**src/rtl/icpt_pkg.sv**
```systemverilog
package icpt_pkg;
    // Code ranges; the ranged classes keep numeric order 0..4 for the decoder loop.
    typedef enum logic [2:0] {
        CLS_CRR  = 3'd0,
        CLS_CRW  = 3'd1,
        CLS_DRR  = 3'd2,
        CLS_DRW  = 3'd3,
        CLS_EXC  = 3'd4,
        CLS_GEN  = 3'd5,
        CLS_NONE = 3'd6
    } icpt_class_e;

    localparam int unsigned DEF_CODE_W   = 12;
    localparam int unsigned DEF_GEN_W    = 64;
    localparam int unsigned DEF_CR_W     = 16;
    localparam int unsigned DEF_DR_W     = 16;
    localparam int unsigned DEF_EXC_W    = 32;
    localparam int unsigned DEF_CR_SPAN  = 9;
    localparam int unsigned DEF_DR_SPAN  = 8;
    localparam int unsigned DEF_CRR_BASE = 'h000;
    localparam int unsigned DEF_CRW_BASE = 'h010;
    localparam int unsigned DEF_DRR_BASE = 'h020;
    localparam int unsigned DEF_DRW_BASE = 'h030;
    localparam int unsigned DEF_EXC_BASE = 'h040;
    localparam int unsigned DEF_GEN_BASE = 'h060;
endpackage

```
**src/rtl/icpt_mask_store.sv**
```systemverilog
module icpt_mask_store #(
    parameter int unsigned GEN_W = 64,
    parameter int unsigned CR_W  = 16,
    parameter int unsigned DR_W  = 16,
    parameter int unsigned EXC_W = 32
) (
    input  logic             clk,
    input  logic             rst_n,
    input  logic             load_en,
    input  logic [GEN_W-1:0] load_gen,
    input  logic [CR_W-1:0]  load_crr,
    input  logic [CR_W-1:0]  load_crw,
    input  logic [DR_W-1:0]  load_drr,
    input  logic [DR_W-1:0]  load_drw,
    input  logic [EXC_W-1:0] load_exc,
    input  logic             clear_en,
    output logic [GEN_W-1:0] gen_q_o,
    output logic [CR_W-1:0]  crr_q_o,
    output logic [CR_W-1:0]  crw_q_o,
    output logic [DR_W-1:0]  drr_q_o,
    output logic [DR_W-1:0]  drw_q_o,
    output logic [EXC_W-1:0] exc_q_o
);
    typedef struct packed {
        logic [GEN_W-1:0] gen;
        logic [CR_W-1:0]  crr;
        logic [CR_W-1:0]  crw;
        logic [DR_W-1:0]  drr;
        logic [DR_W-1:0]  drw;
        logic [EXC_W-1:0] exc;
    } words_t;

    words_t st_d, st_q;

    always_comb begin
        st_d = st_q;
        // Exit to host drops the general and exception words only.
        if (clear_en) begin
            st_d.gen = '0;
            st_d.exc = '0;
        end
        // Entry load comes last so it wins over a coincident clear.
        if (load_en) begin
            st_d.gen = load_gen;
            st_d.crr = load_crr;
            st_d.crw = load_crw;
            st_d.drr = load_drr;
            st_d.drw = load_drw;
            st_d.exc = load_exc;
        end
    end

    always_ff @(posedge clk) begin
        if (!rst_n) st_q <= '0;
        else        st_q <= st_d;
    end

    assign gen_q_o = st_q.gen;
    assign crr_q_o = st_q.crr;
    assign crw_q_o = st_q.crw;
    assign drr_q_o = st_q.drr;
    assign drw_q_o = st_q.drw;
    assign exc_q_o = st_q.exc;
endmodule

```
**src/rtl/icpt_range_decode.sv**
```systemverilog
module icpt_range_decode
    import icpt_pkg::*;
#(
    parameter int unsigned CODE_W   = 12,
    parameter int unsigned GEN_W    = 64,
    parameter int unsigned EXC_W    = 32,
    parameter int unsigned CR_SPAN  = 9,
    parameter int unsigned DR_SPAN  = 8,
    parameter int unsigned CRR_BASE = 'h000,
    parameter int unsigned CRW_BASE = 'h010,
    parameter int unsigned DRR_BASE = 'h020,
    parameter int unsigned DRW_BASE = 'h030,
    parameter int unsigned EXC_BASE = 'h040,
    parameter int unsigned GEN_BASE = 'h060,
    localparam int unsigned IDX_W   = $clog2(GEN_W)
) (
    input  logic [CODE_W-1:0] code_i,
    output icpt_class_e       cls_o,
    output logic [IDX_W-1:0]  idx_o
);
    localparam int unsigned N_RANGED = 5;
    localparam int unsigned BASES [N_RANGED] = '{CRR_BASE, CRW_BASE, DRR_BASE, DRW_BASE, EXC_BASE};
    localparam int unsigned SPANS [N_RANGED] = '{CR_SPAN, CR_SPAN, DR_SPAN, DR_SPAN, EXC_W};

    int unsigned code_u;
    logic        found;

    always_comb begin
        code_u = 32'(code_i);
        found  = 1'b0;
        cls_o  = CLS_NONE;
        idx_o  = '0;
        for (int i = 0; i < int'(N_RANGED); i++) begin
            if (!found && code_u >= BASES[i] && code_u < BASES[i] + SPANS[i]) begin
                found = 1'b1;
                cls_o = icpt_class_e'(3'(i));
                idx_o = IDX_W'(code_u - BASES[i]);
            end
        end
        if (!found && code_u >= GEN_BASE && code_u < GEN_BASE + GEN_W) begin
            cls_o = CLS_GEN;
            idx_o = IDX_W'(code_u - GEN_BASE);
        end
    end
endmodule

```
**src/rtl/icpt_mask_select.sv**
```systemverilog
module icpt_mask_select
    import icpt_pkg::*;
#(
    parameter int unsigned GEN_W  = 64,
    parameter int unsigned CR_W   = 16,
    parameter int unsigned DR_W   = 16,
    parameter int unsigned EXC_W  = 32,
    localparam int unsigned IDX_W = $clog2(GEN_W)
) (
    input  icpt_class_e      cls_i,
    input  logic [IDX_W-1:0] idx_i,
    input  logic [GEN_W-1:0] gen_i,
    input  logic [CR_W-1:0]  crr_i,
    input  logic [CR_W-1:0]  crw_i,
    input  logic [DR_W-1:0]  drr_i,
    input  logic [DR_W-1:0]  drw_i,
    input  logic [EXC_W-1:0] exc_i,
    output logic             hit_o
);
    always_comb begin
        unique case (cls_i)
            CLS_CRR: hit_o = |(crr_i & (CR_W'(1)  << idx_i));
            CLS_CRW: hit_o = |(crw_i & (CR_W'(1)  << idx_i));
            CLS_DRR: hit_o = |(drr_i & (DR_W'(1)  << idx_i));
            CLS_DRW: hit_o = |(drw_i & (DR_W'(1)  << idx_i));
            CLS_EXC: hit_o = |(exc_i & (EXC_W'(1) << idx_i));
            CLS_GEN: hit_o = |(gen_i & (GEN_W'(1) << idx_i));
            default: hit_o = 1'b0;
        endcase
    end
endmodule

```
**src/rtl/icpt_decide.sv**
```systemverilog
module icpt_decide
    import icpt_pkg::*;
#(
    parameter int unsigned CODE_W   = DEF_CODE_W,
    parameter int unsigned GEN_W    = DEF_GEN_W,
    parameter int unsigned CR_W     = DEF_CR_W,
    parameter int unsigned DR_W     = DEF_DR_W,
    parameter int unsigned EXC_W    = DEF_EXC_W,
    parameter int unsigned CR_SPAN  = DEF_CR_SPAN,
    parameter int unsigned DR_SPAN  = DEF_DR_SPAN,
    parameter int unsigned CRR_BASE = DEF_CRR_BASE,
    parameter int unsigned CRW_BASE = DEF_CRW_BASE,
    parameter int unsigned DRR_BASE = DEF_DRR_BASE,
    parameter int unsigned DRW_BASE = DEF_DRW_BASE,
    parameter int unsigned EXC_BASE = DEF_EXC_BASE,
    parameter int unsigned GEN_BASE = DEF_GEN_BASE
) (
    input  logic              clk,
    input  logic              rst_n,
    input  logic              load_en,
    input  logic [GEN_W-1:0]  load_gen,
    input  logic [CR_W-1:0]   load_crr,
    input  logic [CR_W-1:0]   load_crw,
    input  logic [DR_W-1:0]   load_drr,
    input  logic [DR_W-1:0]   load_drw,
    input  logic [EXC_W-1:0]  load_exc,
    input  logic              clear_en,
    input  logic              ev_valid,
    input  logic [CODE_W-1:0] ev_code,
    input  logic              ev_guest,
    input  logic              ev_msr,
    output logic              res_valid,
    output logic              res_exit,
    output logic              res_perm,
    output logic [CODE_W-1:0] res_code
);
    localparam int unsigned IDX_W = $clog2(GEN_W);

    logic [GEN_W-1:0] gen_q;
    logic [CR_W-1:0]  crr_q, crw_q;
    logic [DR_W-1:0]  drr_q, drw_q;
    logic [EXC_W-1:0] exc_q;
    icpt_class_e      cls;
    logic [IDX_W-1:0] idx;
    logic             sel_hit;

    icpt_mask_store #(.GEN_W(GEN_W), .CR_W(CR_W), .DR_W(DR_W), .EXC_W(EXC_W)) u_store (
        .clk(clk), .rst_n(rst_n), .load_en(load_en),
        .load_gen(load_gen), .load_crr(load_crr), .load_crw(load_crw),
        .load_drr(load_drr), .load_drw(load_drw), .load_exc(load_exc),
        .clear_en(clear_en),
        .gen_q_o(gen_q), .crr_q_o(crr_q), .crw_q_o(crw_q),
        .drr_q_o(drr_q), .drw_q_o(drw_q), .exc_q_o(exc_q)
    );

    icpt_range_decode #(
        .CODE_W(CODE_W), .GEN_W(GEN_W), .EXC_W(EXC_W),
        .CR_SPAN(CR_SPAN), .DR_SPAN(DR_SPAN),
        .CRR_BASE(CRR_BASE), .CRW_BASE(CRW_BASE), .DRR_BASE(DRR_BASE),
        .DRW_BASE(DRW_BASE), .EXC_BASE(EXC_BASE), .GEN_BASE(GEN_BASE)
    ) u_decode (
        .code_i(ev_code), .cls_o(cls), .idx_o(idx)
    );

    icpt_mask_select #(.GEN_W(GEN_W), .CR_W(CR_W), .DR_W(DR_W), .EXC_W(EXC_W)) u_select (
        .cls_i(cls), .idx_i(idx),
        .gen_i(gen_q), .crr_i(crr_q), .crw_i(crw_q),
        .drr_i(drr_q), .drw_i(drw_q), .exc_i(exc_q),
        .hit_o(sel_hit)
    );

    typedef struct packed {
        logic              valid;
        logic              exit_hit;
        logic              perm_hit;
        logic [CODE_W-1:0] code;
    } result_t;

    result_t res_d, res_q;
    logic    take;

    always_comb begin
        take           = ev_valid && ev_guest && sel_hit;
        res_d          = res_q;
        res_d.valid    = ev_valid;
        res_d.exit_hit = take && !ev_msr;
        res_d.perm_hit = take && ev_msr;
        if (ev_valid) res_d.code = ev_code;
    end

    always_ff @(posedge clk) begin
        if (!rst_n) res_q <= '0;
        else        res_q <= res_d;
    end

    assign res_valid = res_q.valid;
    assign res_exit  = res_q.exit_hit;
    assign res_perm  = res_q.perm_hit;
    assign res_code  = res_q.code;
endmodule

```
**config.mk**
```make
export PLATFORM = sky130hd
export DESIGN_NAME = icpt_decide
export DESIGN_NICKNAME = d
export VERILOG_FILES = /design/src/rtl/icpt_pkg.sv /design/src/rtl/icpt_mask_store.sv /design/src/rtl/icpt_range_decode.sv /design/src/rtl/icpt_mask_select.sv /design/src/rtl/icpt_decide.sv
export SDC_FILE = /design/constraint.sdc
export NUM_CORES = 1
export LEC_CHECK = 0
export ABC_CLOCK_PERIOD_IN_PS = 4740
export CORE_ASPECT_RATIO = 2
export CORE_MARGIN = 2
export CORE_UTILIZATION = 26
export DETAILED_ROUTE_END_ITERATION = 16
export DONT_BUFFER_PORTS = 1
export PLACE_DENSITY = 0.49
export SLEW_MARGIN = 30
export SYNTH_ARGS = -nofsm -noshare
export SYNTH_HDL_FRONTEND = slang
export SYNTH_SLANG_ARGS = --single-unit
```
**constraint.sdc**
```tcl
create_clock -name clk -period 4.74 [get_ports clk]
set_clock_uncertainty 0.2 [all_clocks]
set_input_delay 0.711 -clock clk [delete_from_list [all_inputs] [get_ports clk]]
set_output_delay 0.711 -clock clk [all_outputs]
set_load 0.05 [all_outputs]
```
Word-level counts from Yosys, hierarchy flattened
Cells that the tools add are included.

Multiplexer cells: 21. Eq/ne operators: 5. Reduce and logical (&&, ||, !) cells: 28. Bitwise operators: 6. Order comparisons: 11. Shifts and indexed selects: 3. Add/sub/neg operators: 5.

Operator list (number): $mux W160 (1); $and A16 B16 Y16 (4); $and A64 B64 Y64 (1); $mux W64 (1); $reduce_or A16 Y1 (4); $reduce_or A64 Y1 (1); $shl A1 B6 Y64 const A (1); $mux W6 (6); $and A32 B32 Y32 (1); $mux W32 (1); $reduce_or A32 Y1 (1); $shl A1 B6 Y32 const A (1); $ge A12 B6 Y1 const B (2); $ge A12 B7 Y1 const B (2); $lt A12 B6 Y1 const B (2); $mux W3 (6); $sub A6 B6 Y6 const B (3); $shl A1 B6 Y16 const A (1); $logic_and A1 B1 Y1 (14); $ge A12 B5 Y1 const B (1); $lt A12 B4 Y1 const B (1); $lt A12 B5 Y1 const B (1); $lt A12 B7 Y1 const B (1); $lt A12 B8 Y1 const B (1); other kinds (10) (21).

Input port bits: 179. Output and inout bits: 15. Register bits after elaboration: 175. Logic and storage cells: 89.

Logic depth before layout (Yosys ltp)
Depth in word-level cells: 28. Mapped depth: 14.

By module
From an unflattened synthesis, not the netlist that was laid out.

Cells, all modules: 969. Area, all modules: 8868.5 um2.

By module, submodules not included: icpt_mask_store (seq. area each 3203.1 um2, cells an instance 633, area an instance 6198.4 um2, times used 1); icpt_mask_select (seq. area each 0.0 um2, cells an instance 236, area an instance 1736.7 um2, times used 1); icpt_decide (seq. area each 300.3 um2, cells an instance 47, area an instance 555.5 um2, times used 1); icpt_range_decode (seq. area each 0.0 um2, cells an instance 53, area an instance 377.9 um2, times used 1).

Worst setup path before layout
Ideal clock, no wire load.

Kind: input to register. Start point: input ev_code[5]. End point: register res_q (netlist bit res_exit). Arrival time: 3.387 ns. Buffers on the path: 2. Stages: 13. Path slack: 1.024 ns. Data required time: 4.411 ns. Setup time: 0.129 ns. Path through: clkbuf_1 > inv_1 > ha_1 > o311ai_0 > a2111o_1 > a2111o_1 > and2_1 > buf_6 > a31o_1 > a32o_1 > o31ai_1 > o41a_1 > a211oi_2.

Word-level cells in the longest chain between the ends: 28. Elaborated cells on any way between the ends: 72. Classes of those cells: 5 x add/sub; 11 x order compare; 5 x eq/ne; 3 x shift; 18 x mux; 6 x bitwise; 24 x reduce/logical.

Ends and longest elaborated chain: start, declared (RTL line icpt_decide.sv:29) `input logic [CODE_W-1:0] ev_code,`; $lt A12 B4 Y1 (RTL line icpt_range_decode.sv:34) `if (!found && code_u >= BASES[i] && code_u < BASES[i] + SPANS[i]) begin`; $mux W1 (RTL line icpt_range_decode.sv:34); $logic_not A1 Y1 (RTL line icpt_range_decode.sv:34); $logic_and A1 B1 Y1 (2 in a row) (RTL line icpt_range_decode.sv:34); $mux W1 (RTL line icpt_range_decode.sv:34); $logic_not A1 Y1 (RTL line icpt_range_decode.sv:34); $logic_and A1 B1 Y1 (2 in a row) (RTL line icpt_range_decode.sv:34); $mux W1 (RTL line icpt_range_decode.sv:34); [9 not listed]; $logic_and A1 B1 Y1 (2 in a row) (RTL line icpt_range_decode.sv:40) `if (!found && code_u >= GEN_BASE && code_u < GEN_BASE + GEN_W) begin`; $mux W6 (RTL line icpt_range_decode.sv:40); $shl A1 B6 Y64, or another cell as far along (RTL line icpt_mask_select.sv:27) `CLS_GEN: hit_o = |(gen_i & (GEN_W'(1) << idx_i));`; $and A64 B64 Y64, or another cell as far along (RTL line icpt_mask_select.sv:27); $reduce_or A64 Y1, or another cell as far along (RTL line icpt_mask_select.sv:27); $pmux W1 S6 (*) (RTL line icpt_mask_select.sv:21) `unique case (cls_i)`; $logic_and A1 B1 Y1 (*) (RTL line icpt_decide.sv:83) `take = ev_valid && ev_guest && sel_hit;`; $logic_and A1 B1 Y1 (*) (RTL line icpt_decide.sv:86) `res_d.exit_hit = take && !ev_msr;`; end signal, assigned (RTL line icpt_decide.sv:93) `else res_q <= res_d;`; end, declared (RTL line icpt_decide.sv:79) `result_t res_d, res_q;`.

Mark *: on every way between the ends. The rest lies on a longest branch, timed or not. A chain may end at the register's enable or synchronous reset.

Worst setup path in the final report
Same ends and word-level chain as after synthesis.

==> results.py <==
metrics = {
    "critical_path": {
        "worstPathCellList": "inv_1 -> ha_1 -> o311ai_0 -> a2111o_1 -> a2111o_1 -> nand2_2 -> mux2i_1 -> o41ai_1 -> nor4_1 -> o41a_1 -> a211oi_2",
        "end_kind": "register",
        "start_kind": "input pin",
        "max_stage_delay_ps": 550,
        "path_class": "input pin to register",
        "reg2reg_to": "res_exit$_SDFF_PN0_",
        "path_common_cell": "a2111o_1",
        "critPathMaxFanout": 21,
        "r2r-start": "u_store.crw_q_o[15]$_SDFFE_PN0P_",
        "critical-path-slowest-cell": "nor4_1",
        "critical_path_arrival_ps": 3820,
        "ff2ff_setup_slack_ps": 1830,
        "cp_top_family": "compound AO/OA/AOI/OAI gates",
        "cp.buffers_inverters": 1,
        "cp_data_required_time_ps": 4860,
        "reg2regPathDepth": 9,
    },
    "placement": {
        "gp_congestion": 0.835,
        "hpwl_mm": 21.3,
        "placed_cells": 1333,
        "port_buffers": 0,
    },
    "routing": {
        "vias_per_cell": 5.01,
        "ant_nets": 0,
        "firstDrtPassIters": 5,
        "dr.first_iter.drc_count": 334,
        "drc": 0,
        "num_vias": 6858,
        "drt-total-wl_mm": 31.1,
        "wl_per_cell_um": 22.7,
    },
    "pwr": {
        "p_seq_share_pct": 47.9,
        "p_clk_share_pct": 44.4,
        "swShare_pct": 24.2,
        "power.leakage_nw": 3.38,
        "power.density_nw_per_um2": 346,
        "switchingPower_uw": 818,
        "comb_power_share_pct": 7.7,
        "ir_drop_mv": 0.262,
        "p_int_mw": 2.56,
    },
    "clocking": {
        "cts_tree": "done",
        "cts.sinks": 175,
        "cts_setup_buffers": 0,
        "clk_latency_ps": 450,
        "cts_hold_buffers": 0,
        "htree_levels": 4,
        "clockBufferDepth": 2,
        "cts_root_buf": "clkbuf_16",
        "cts_resized": 0,
        "clkSlewWorstSetupHoldPaths_ps": 70,
        "cts_made_buffers": 17,
    },
    "yosys": {
        "async_flop_share_pct": 0,
        "synth_compound_area_share_pct": 14.3,
        "synth_xor_area_share_pct": 0,
        "synth_cell_types": 64,
        "yosysTopAreaCell": "dfxtp_1",
        "yosysWarnings": 0,
        "synth-edff-count": 0,
        "synthSimpleGateAreaFrac_pct": 27.5,
        "synthAdderAreaFrac_pct": 0.703,
        "yosys-top-cells-area": "dfxtp_1 (39%), nor2b_1 (13%), mux2i_1 (10%), nor3b_1 (8.4%), a21oi_1 (6.5%)",
        "syn_area_um2": 8900,
        "syn_area_per_cell_um2": 9.04,
        "synth.area.mux_share_pct": 13.7,
        "synth_top_family_by_area": "simple AND/OR/NAND/NOR gates",
        "syn_inst": 984,
        "synth-seq-area-share_pct": 39.4,
        "synthFlopType": "dfxtp_1",
        "ys_ff_latch": 175,
        "synth_top_area_share_pct": 39.4,
        "syn_nets": 1168,
    },
    "global_route": {
        "met1_usage_pct": 17.7,
        "grtUsageMet3_pct": 4.42,
        "busiest_layer": "met2",
        "use_met2_pct": 32.2,
        "grt-ovfl-total": 0,
        "antenna_found_initial": 5,
        "grt_first_pass_wirelength_mm": 45.2,
        "grt_max_degree": 257,
        "track_usage_pct": 17.3,
        "grt_pass1_vias": 6782,
    },
    "hold_path": {
        "min_to": "res_exit$_SDFF_PN0_",
        "hold_path_class": "input pin to register",
        "hold_depth": 1,
        "holdCritStartpoint": "ev_msr",
    },
    "finish": {
        "drive_above_1_share_pct": 7.32,
        "final_cell_mix": "nor2b_1 (180), dfxtp_1 (175), a21oi_1 (115), nor3b_1 (99), mux2i_1 (90)",
        "mostFrequentLayoutCell": "nor2b_1",
        "nets": 1100,
        "fill_cells": 3564,
        "synthToLayoutAreaGrowth_pct": 9.52,
        "stdcell_count": 1370,
    },
    "sta": {
        "max_slew_margin_pct": 41.3,
        "period_minus_slack_ps": 3690,
        "drv_slew": 0,
        "max_freq_mhz": 271,
        "fin_setup_tns_ps": 0,
        "fin_crit_sh_pct": 77.9,
        "grt_setup_unrepaired": "no",
        "tightest_slew_ps": 875,
        "setup_viol": 0,
        "finalHoldViolCount": 0,
    },
    "die": {
        "std_cell_rows": 95,
        "die_y_um": 266,
        "ioPinCount": 194,
        "die_w_um": 135,
        "die_area_um2": 35800,
        "coreArea_um2": 33600,
        "initial_core_util_pct": 26.4,
    },
    "run": {
        "drv_cap": 0,
    },
    "run_status": {
        "status": "finished clean",
    },
}
[synth_stat cells, drive strengths merged, types with 3 or more instances]
| master | n |
|---|---|
| a211oi | 4 |
| a21oi | 115 |
| a221oi | 4 |
| a22o | 4 |
| a22oi | 10 |
| a311oi | 5 |
| a31o | 3 |
| a31oi | 8 |
| a32o | 5 |
| a32oi | 4 |
| and2 | 5 |
| and3 | 7 |
| buf | 19 |
| clkbuf | 74 |
| dfxtp | 175 |
| ha | 5 |
| inv | 7 |
| mux2 | 18 |
| mux2i | 90 |
| mux4 | 5 |
| nand2 | 26 |
| nand2b | 3 |
| nand3 | 15 |
| nand4 | 9 |
| nor2 | 18 |
| nor2b | 180 |
| nor3 | 9 |
| nor3b | 99 |
| nor4 | 3 |
| o211ai | 3 |
| o21ai | 15 |
| o31ai | 4 |
[sequential cells by signal (all words and copies together) (netlist names)]
name,count
u_store.exc_q_o,32
res_exit,1
u_store.gen_q_o,64
res_perm,1
u_store.drr_q_o,16
u_store.drw_q_o,16
res_code,12
u_store.crw_q_o,16
u_store.crr_q_o,16
res_valid,1
[logic make-up (layout without fill, tap and decap cells)]
group	after synthesis	in the layout
mux	113	113
buf+inv	100	45
other cells	0	5
flops	175	175
fa+ha+maj	5	5
compound gates	203	203
simple gates	388	388
[power groups by stage]
stage / Combinational [mW] / Sequential (mW) / Clock [mW]
detailed placement: 0.263 / 1.65 / 0
global route: 0.289 / 1.62 / 1.59
floorplan: 0.294 / 1.63 / 0
finish: 0.259 / 1.62 / 1.50
global placement: 0.260 / 1.65 / 0
CTS: 0.264 / 1.62 / 1.55
[worst max-delay path by stage]
stage	start	endpoint	slack, ps	cells after the start
floorplan	ev_code[5]	res_exit$_SDFF_PN0_	1020	13
global placement	ev_code[5]	res_perm$_SDFF_PN0_	650	11
detailed placement	ev_code[5]	res_exit$_SDFF_PN0_	610	11
CTS	ev_code[5]	res_exit$_SDFF_PN0_	1090	11
global route	ev_code[5]	res_exit$_SDFF_PN0_	900	11
finish	ev_code[5]	res_exit$_SDFF_PN0_	1050	11
[through the flow]
step / setup WS (ps) / hold slack [ps] / instance area (µm²) / util [%] / power (mW)
finish: 1050 / 122 / 9740 / 29.0 / 3.37
global route: 899 / 99.0 / 9740 / 29.0 / 3.51
CTS: 1090 / 97.8 / 9730 / 28.9 / 3.43
detailed placement: 607 / 300 / 9110 / 27.1 / 1.91
global placement: 646 / 290 / 9110 / 27.1 / 1.91
floorplan: 1020 / 274 / 8900 / - / 1.92
[metal layers]
layer,vias to the layer above,share of wire (%)
met1,3273,36
li1,3382,-
met3,35,5.4
met2,168,55
met4,0,3.3
met5,-,0
[cell type report]
| type | instances | area [µm²] | area share (%) |
|---|---|---|---|
| Multi-Input combinational cell | 709 | 4990 | 51.3 |
| Sequential cell | 175 | 3500 | 36.0 |
| Tap cell | 436 | 546 | 5.60 |
| Clock buffer | 20 | 457 | 4.69 |
| Clock inverter | 12 | 159 | 1.63 |
| Timing Repair Buffer | 6 | 45.0 | 0.462 |
| Inverter | 7 | 26.3 | 0.270 |
| Antenna cell | 5 | 12.5 | 0.128 |
(Power assumes the default switching activity.)
